**src/rtl/cds_pkg.sv**
```systemverilog
package cds_pkg;

  typedef enum logic [2:0] {
    ST_IDLE,
    ST_RG,
    ST_RSMP,
    ST_PH1,
    ST_PH2,
    ST_PH3,
    ST_SSMP,
    ST_ADV
  } cds_state_e;

  typedef struct packed {
    logic rg;
    logic ph1;
    logic ph2;
    logic ph3;
    logic gate;
    logic sclk;
    logic adv;
  } cds_pins_t;

endpackage

```
**src/rtl/cds_loop_cnt.sv**
```systemverilog
module cds_loop_cnt #(
  parameter int N = 16,
  localparam int W = (N > 1) ? $clog2(N) : 1
) (
  input  logic         clk,
  input  logic         rst,
  input  logic         clr_i,
  input  logic         inc_i,
  output logic [W-1:0] cnt_o,
  output logic         last_o
);

  logic [W-1:0] cnt_q;

  assign last_o = (cnt_q == W'(N - 1));
  assign cnt_o  = cnt_q;

  always_ff @(posedge clk) begin
    if (rst || clr_i) begin
      cnt_q <= '0;
    end else if (inc_i) begin
      cnt_q <= last_o ? '0 : cnt_q + 1'b1;
    end
  end

  AST_CNT_RANGE: assert property (@(posedge clk) disable iff (rst)
    cnt_q <= W'(N - 1)) else $error("count out of range");

  AST_CNT_WRAP: assert property (@(posedge clk) disable iff (rst)
    (inc_i && last_o && !clr_i) |=> (cnt_q == '0)) else $error("wrap missed");

endmodule

```
**src/rtl/cds_pixel_fsm.sv**
```systemverilog
module cds_pixel_fsm
  import cds_pkg::*;
#(
  parameter int RG_CYC = 2,
  parameter int N_RST  = 4,
  parameter int N_SIG  = 4,
  parameter int PH_CYC = 1,
  localparam int LEN_R = 2 * N_RST,
  localparam int LEN_S = 2 * N_SIG,
  localparam int LMAX  = (LEN_R > LEN_S) ? ((LEN_R > RG_CYC) ? LEN_R : RG_CYC)
                                         : ((LEN_S > RG_CYC) ? LEN_S : RG_CYC),
  localparam int LTOP  = (LMAX > PH_CYC) ? LMAX : PH_CYC,
  localparam int CW    = $clog2(LTOP + 1)
) (
  input  logic      clk,
  input  logic      rst,
  input  logic      start_i,
  input  logic      more_i,
  output cds_pins_t pins_o,
  output logic      busy_o,
  output logic      done_o,
  output logic      launch_o,
  output logic      pix_end_o
);

  cds_state_e st_q, st_d;
  logic [CW-1:0] cnt_q, cnt_d;
  cds_pins_t pins_q, pins_d;
  logic busy_q, done_q;

  function automatic logic [CW-1:0] last_of(cds_state_e s);
    case (s)
      ST_RG:                 return CW'(RG_CYC - 1);
      ST_RSMP:               return CW'(LEN_R - 1);
      ST_PH1, ST_PH2, ST_PH3: return CW'(PH_CYC - 1);
      ST_SSMP:               return CW'(LEN_S - 1);
      default:               return '0;
    endcase
  endfunction

  function automatic cds_state_e next_of(cds_state_e s, logic more);
    case (s)
      ST_RG:   return ST_RSMP;
      ST_RSMP: return ST_PH1;
      ST_PH1:  return ST_PH2;
      ST_PH2:  return ST_PH3;
      ST_PH3:  return ST_SSMP;
      ST_SSMP: return ST_ADV;
      ST_ADV:  return more ? ST_RG : ST_IDLE;
      default: return ST_IDLE;
    endcase
  endfunction

  wire seg_end = (st_q != ST_IDLE) && (cnt_q == last_of(st_q));

  assign launch_o  = (st_q == ST_IDLE) && start_i;
  assign pix_end_o = (st_q == ST_ADV) && seg_end;

  always_comb begin
    st_d  = st_q;
    cnt_d = cnt_q;
    if (st_q == ST_IDLE) begin
      if (start_i) begin
        st_d  = ST_RG;
        cnt_d = '0;
      end
    end else if (seg_end) begin
      st_d  = next_of(st_q, more_i);
      cnt_d = '0;
    end else begin
      cnt_d = cnt_q + 1'b1;
    end
  end

  always_comb begin
    pins_d      = '0;
    pins_d.rg   = (st_d == ST_RG);
    pins_d.ph1  = (st_d == ST_PH1);
    pins_d.ph2  = (st_d == ST_PH2);
    pins_d.ph3  = (st_d == ST_PH3);
    pins_d.gate = (st_d == ST_RSMP) || (st_d == ST_PH1) || (st_d == ST_PH2) ||
                  (st_d == ST_PH3) || (st_d == ST_SSMP);
    pins_d.sclk = ((st_d == ST_RSMP) || (st_d == ST_SSMP)) && !cnt_d[0];
    pins_d.adv  = (st_d == ST_ADV);
  end

  always_ff @(posedge clk) begin
    if (rst) begin
      st_q   <= ST_IDLE;
      cnt_q  <= '0;
      pins_q <= '0;
      busy_q <= 1'b0;
      done_q <= 1'b0;
    end else begin
      st_q   <= st_d;
      cnt_q  <= cnt_d;
      pins_q <= pins_d;
      busy_q <= (st_d != ST_IDLE);
      done_q <= pix_end_o && !more_i;
    end
  end

  assign pins_o = pins_q;
  assign busy_o = busy_q;
  assign done_o = done_q;

  AST_PHASE_EXCL: assert property (@(posedge clk) disable iff (rst)
    $onehot0({pins_q.ph1, pins_q.ph2, pins_q.ph3})) else $error("phase overlap");

  AST_PH1_TO_PH2: assert property (@(posedge clk) disable iff (rst)
    $fell(pins_q.ph1) |-> pins_q.ph2) else $error("phase 2 late");

  AST_PH2_TO_PH3: assert property (@(posedge clk) disable iff (rst)
    $fell(pins_q.ph2) |-> pins_q.ph3) else $error("phase 3 late");

  AST_SCLK_IN_GATE: assert property (@(posedge clk) disable iff (rst)
    pins_q.sclk |-> pins_q.gate) else $error("sample outside gate");

  AST_PH3_TO_SAMPLE: assert property (@(posedge clk) disable iff (rst)
    $fell(pins_q.ph3) |-> pins_q.sclk) else $error("signal sample late");

  AST_RG_TO_SAMPLE: assert property (@(posedge clk) disable iff (rst)
    $fell(pins_q.rg) |-> (pins_q.gate && pins_q.sclk)) else $error("reset sample late");

  AST_ADV_PULSE: assert property (@(posedge clk) disable iff (rst)
    pins_q.adv |=> !pins_q.adv) else $error("advance too long");

  AST_DONE_IDLE: assert property (@(posedge clk) disable iff (rst)
    done_q |-> (!busy_q && pins_q == '0)) else $error("done while active");

endmodule

```
**src/rtl/cds_readout_timing.sv**
```systemverilog
module cds_readout_timing
  import cds_pkg::*;
#(
  parameter int N_COLS = 16,
  parameter int N_ROWS = 16,
  parameter int RG_CYC = 2,
  parameter int N_RST  = 4,
  parameter int N_SIG  = 4,
  parameter int PH_CYC = 1,
  localparam int COL_W = $clog2(N_COLS),
  localparam int ROW_W = $clog2(N_ROWS)
) (
  input  logic             clk,
  input  logic             rst,
  input  logic             start_i,
  output logic             rst_gate_o,
  output logic             ph1_o,
  output logic             ph2_o,
  output logic             ph3_o,
  output logic             adc_gate_o,
  output logic             adc_clk_o,
  output logic             mux_adv_o,
  output logic             busy_o,
  output logic             done_o,
  output logic [COL_W-1:0] col_o,
  output logic [ROW_W-1:0] row_o
);

  cds_pins_t pins;
  logic launch, pix_end, col_last, row_last, more;

  assign more = !(col_last && row_last);

  cds_pixel_fsm #(
    .RG_CYC(RG_CYC), .N_RST(N_RST), .N_SIG(N_SIG), .PH_CYC(PH_CYC)
  ) u_fsm (
    .clk       (clk),
    .rst       (rst),
    .start_i   (start_i),
    .more_i    (more),
    .pins_o    (pins),
    .busy_o    (busy_o),
    .done_o    (done_o),
    .launch_o  (launch),
    .pix_end_o (pix_end)
  );

  cds_loop_cnt #(.N(N_COLS)) u_col (
    .clk    (clk),
    .rst    (rst),
    .clr_i  (launch),
    .inc_i  (pix_end),
    .cnt_o  (col_o),
    .last_o (col_last)
  );

  cds_loop_cnt #(.N(N_ROWS)) u_row (
    .clk    (clk),
    .rst    (rst),
    .clr_i  (launch),
    .inc_i  (pix_end && col_last),
    .cnt_o  (row_o),
    .last_o (row_last)
  );

  assign rst_gate_o = pins.rg;
  assign ph1_o      = pins.ph1;
  assign ph2_o      = pins.ph2;
  assign ph3_o      = pins.ph3;
  assign adc_gate_o = pins.gate;
  assign adc_clk_o  = pins.sclk;
  assign mux_adv_o  = pins.adv;

  AST_START_IGNORED: assert property (@(posedge clk) disable iff (rst)
    (busy_o && start_i && !mux_adv_o) |=> $stable(col_o)) else $error("start disturbed frame");

  AST_IDLE_QUIET: assert property (@(posedge clk) disable iff (rst)
    !busy_o |-> !(rst_gate_o || adc_gate_o || mux_adv_o)) else $error("activity while idle");

endmodule

```
**config.mk**
```make
export PLATFORM = sky130hd
export DESIGN_NAME = cds_readout_timing
export DESIGN_NICKNAME = d
export VERILOG_FILES = /design/src/rtl/cds_pkg.sv /design/src/rtl/cds_loop_cnt.sv /design/src/rtl/cds_pixel_fsm.sv /design/src/rtl/cds_readout_timing.sv
export SDC_FILE = /design/constraint.sdc
export NUM_CORES = 1
export LEC_CHECK = 0
export ABC_AREA = 1
export CAP_MARGIN = 5
export CORE_ASPECT_RATIO = 0.5
export CORE_MARGIN = 3
export CORE_UTILIZATION = 35
export DETAILED_ROUTE_END_ITERATION = 16
export DONT_BUFFER_PORTS = 1
export GPL_ROUTABILITY_DRIVEN = 0
export REMOVE_ABC_BUFFERS = 1
export SLEW_MARGIN = 20
export SYNTH_ARGS = -nofsm -noshare
export SYNTH_HDL_FRONTEND = slang
export SYNTH_SLANG_ARGS = --single-unit
```
**constraint.sdc**
```tcl
create_clock -name clk -period 2.35 [get_ports clk]
set_input_delay 0 -clock clk [delete_from_list [all_inputs] [get_ports clk]]
set_output_delay 0 -clock clk [all_outputs]
set_load 0.02 [all_outputs]
```
==> results.txt <==
* Post-route setup TNS: 0 ns
* Sequence of cells on the critical path: inv_1 -> ha_1 -> inv_1 -> nand2_1 -> nand3_1 -> nand2_1 -> nand2_1 -> nand2_1 -> inv_1 -> nand2_1 -> a21oi_1 -> dlygate4sd3_1
- For the worst-skew pair, the clock arrives at the later sink with an insertion delay of 0.28 ns.
- Source of the worst register-to-register timing path: u_fsm.st_q[0]
- Counting flops with a built-in enable in the synthesized netlist gives 0.
- Area overhead of the layout relative to synthesis: 13.4%
* Detail Placement HPWL: 1950 um
- sky130_fd_sc_hd__nand2_1 is the most common cell in the netlist.
- Fraction of final layout cells with drive strength greater than 1: 16.5%
- The worst hold path was traced through 3 stages.
* Wire length of the first global-routing pass: 4220 um
* Type of the tightest min-delay check: input pin to flop
* Worst-margin pin slew: 0.328 ns
- Global routing finished with a remaining overflow of 0.
- Initial antenna violation count: 0
- Across the routed clock network, the largest skew measured is 0.0119 ns.
* Most instantiated cells after synthesis: sky130_fd_sc_hd__nand2_1, sky130_fd_sc_hd__dfxtp_1, sky130_fd_sc_hd__inv_1
- Dividing the detail-routed via count by the number of cells gives 4.60.
- Number of buffers inserted during clock tree synthesis: 3
- Cell leakage power: 0.653 nW
- Synthesized flop and latch total: 24
- Slew Limit Fails: 0
* Unrepaired setup endpoints after global routing: no
* Capture endpoint of the worst hold path: u_fsm.pins_o[4]
* Worst hold start: start_i
* Cell type with the largest total area after synthesis: sky130_fd_sc_hd__dfxtp_1
* Via count of the first global-routing pass: 891
- Total number of clock tree sinks: 24
* Clock Tree Buf Depth: 2
- Post-layout minimum cycle time: 2.17 ns
* Num rows: 14
* Total placed instance area: 1340 um2
- Critical R2R Capture: u_fsm.cnt_q[1]
* Pre-CTS worst setup slack: 0.417 ns
- Clk pin slew, worst setup/hold paths: 0.09 ns
* Vertical die dimension: 48.7 um
* Number of placed instances, taps included: 217
* Largest fanout of any net on the critical path: 5
* Synth Area per Inst: 7.58 um2
* Max_slew headroom: 78.1%
- Number of endpoints failing setup at the final stage: 0
- Number of buffer and inverter instances along the worst setup path: 4
- Highest clock rate: 0.461 GHz
- Total global-route track usage: 12.0%
* Register-to-register path setup slack: 0.18 ns
- Once the floorplan was initialized, standard cells occupied 39.5% of the core.
- Share of synthesized registers carrying an async set or reset: 0%
- Final Worst Setup Slack: 0.182 ns
* Largest incremental delay on the critical path: 0.58 ns
- Peak supply drop: 224 uV
- Routed wirelength normalized by instance count: 11.4 um
* Core region area: 3220 um2
- Entering global routing, the biggest net connects 15 pins.
* H-tree level count: 1
* Kind of end point of the critical path: flop
* Number of remaining DRC errors: 0
* X dimension of the die: 91.3 um
- The final layout contains 188 nets.
- At the worst endpoint, the required time is 2.57 ns.
* Final Hold Fails: 0
- For this design the top-level I/O count stands at 20.
- Cells after synthesis: 168
- The first routing iteration left 37 violations.
- Post-route cell area: 1440 um2
* Drt total wl: 2550 um
- Top FF cell, synth: sky130_fd_sc_hd__dfxtp_1
- During synthesis, Yosys emitted a total of 0 warnings.
* Iteration count of the initial detailed-routing pass: 4
- Classification of the worst setup path: flop to flop
- The cell that appears most often on the critical path is sky130_fd_sc_hd__nand2_1.
* Power density relative to cell area: 698 nW/um2
- Floorplan die area: 4440 um2
* Number of buffers inserted by port buffering: 0
* Number of diodes added for antenna fixing: 0
* Arrival time of the worst setup path: 2.39 ns
- The worst setup path is launched from a flop.
* Count of distinct cell types in the synthesized netlist: 29
- For this run, the register share of the synthesized area comes to 37.7%.
- The mapped netlist covers 1270 um2.
- Vias after detailed routing: 1031
- Count of non-filler cells in the finished layout: 224
- The flow ran to the end, and the final reports show no timing, DRC or antenna violations.
- The tree is rooted in a sky130_fd_sc_hd__clkbuf_8.
* Slowest stage cell, crit path: sky130_fd_sc_hd__dlygate4sd3_1
- TritonCTS clock tree: yes
- Worst R2R Path Depth: 12
- The cell family contributing the most delay on the critical path is buffers and inverters.
* Residual antenna-violating net count after detailed routing: 0
- Of the available clock period, the critical path in the final layout requires 92.3%.
- Of the post-synthesis cell area, the dominant cell type holds 37.7%.
- After synthesis, the cell types taking the most area are sky130_fd_sc_hd__dfxtp_1, sky130_fd_sc_hd__nand2_1, sky130_fd_sc_hd__ha_1.
- Max-cap violations in this run came to 0.
state kept, by name, indices dropped and copies added, names as in the netlist:
register      cells
u_row.cnt_o       4
u_fsm.cnt_q       4
u_fsm.pins_o      7
u_fsm.st_q        3
u_fsm.busy_o      1
u_fsm.done_o      1
u_col.cnt_o       4
final cells by class:
class	instances	area, um2
Clock buffer	3	41.3
Multi-Input combinational cell	119	697
Fill cell	349	1780
Tap cell	48	60.1
Sequential cell	24	482
Clock inverter	1	30.0
Timing Repair Buffer	4	37.5
Inverter	25	96.3
layout by cell type, fill, tap and decap left out, types with 2 or more instances in the layout:
master / Yosys / routed
sky130_fd_sc_hd__nor3_1: 2 / 2
sky130_fd_sc_hd__dfxtp_1: 24 / 23
sky130_fd_sc_hd__o21bai_1: 2 / 2
sky130_fd_sc_hd__nand3_2: 3 / 3
sky130_fd_sc_hd__clkbuf_8: 0 / 3
sky130_fd_sc_hd__ha_1: 8 / 8
sky130_fd_sc_hd__nor2_4: 2 / 2
sky130_fd_sc_hd__dlygate4sd3_1: 0 / 3
sky130_fd_sc_hd__a21oi_1: 10 / 10
sky130_fd_sc_hd__nand2_4: 3 / 3
sky130_fd_sc_hd__nand3_1: 10 / 10
sky130_fd_sc_hd__o21ai_0: 5 / 5
sky130_fd_sc_hd__xor2_1: 2 / 2
sky130_fd_sc_hd__nand2_2: 7 / 7
sky130_fd_sc_hd__inv_1: 22 / 22
sky130_fd_sc_hd__nand2_1: 38 / 38
sky130_fd_sc_hd__nor2_1: 16 / 16
worst min-delay path: cells and delay by family:
family,cells,cell delay (ns)
compound gates,1,0.09
simple gates,2,0.15
layer usage:
layer,share of wire (%),global-route usage (%)
met5,0,0
met2,44,18.6
met4,2.1,6.00
met3,4.9,4.18
met1,49,14.9
how the worst max path moves through the flow:
stage | from | to | slack, ns | cells past startpoint
after floorplan | u_fsm.st_q[0] | u_fsm.pins_o[2] | 0.67 | 14
after global placement | u_fsm.st_q[0] | u_fsm.pins_o[2] | 0.47 | 14
after detailed placement | u_fsm.st_q[0] | u_col.cnt_o[3] | 0.42 | 12
after CTS | u_fsm.st_q[0] | u_fsm.cnt_q[1] | 0.17 | 12
after global routing | u_fsm.st_q[0] | u_fsm.cnt_q[1] | 0.06 | 12
final | u_fsm.st_q[0] | u_fsm.cnt_q[1] | 0.18 | 12
stage by stage:
step | hold WS (ns) | total power [mW] | utilization, %
global route | 0.00856 | 1.06 | 44.8
global placement | 0.0701 | 0.643 | 41.6
detailed placement | 0.0732 | 0.644 | 41.6
CTS | 0.00157 | 1.02 | 44.8
finish | 0.000470 | 1.01 | 44.8
floorplan | 0.0691 | 0.607 | -
power by group:
group	total (mW)	internal, mW	switching, mW
registers	0.452	0.425	0.0270
clock network	0.368	0.228	0.140
logic	0.188	0.0659	0.122
kinds of logic after synthesis:
family | Yosys count | share of synthesized area (%)
adder cells (fa/ha/maj) | 8 | 7.86
buffers and inverters | 25 | 7.56
flip-flops | 24 | 37.7
XOR/XNOR | 2 | 1.38
AO/OA/AOI/OAI | 23 | 11.3
AND/OR/NAND/NOR | 86 | 34.2
repair_timing:
action,4_1_cts,5_1_grt
resized for setup,0,1
setup endpoints to repair,0,1
hold buffers,3,0
endpoints found under the hold margin,5,0
buffers inserted,0,0
No activity file was read; power rests on OpenSTA's default activity.
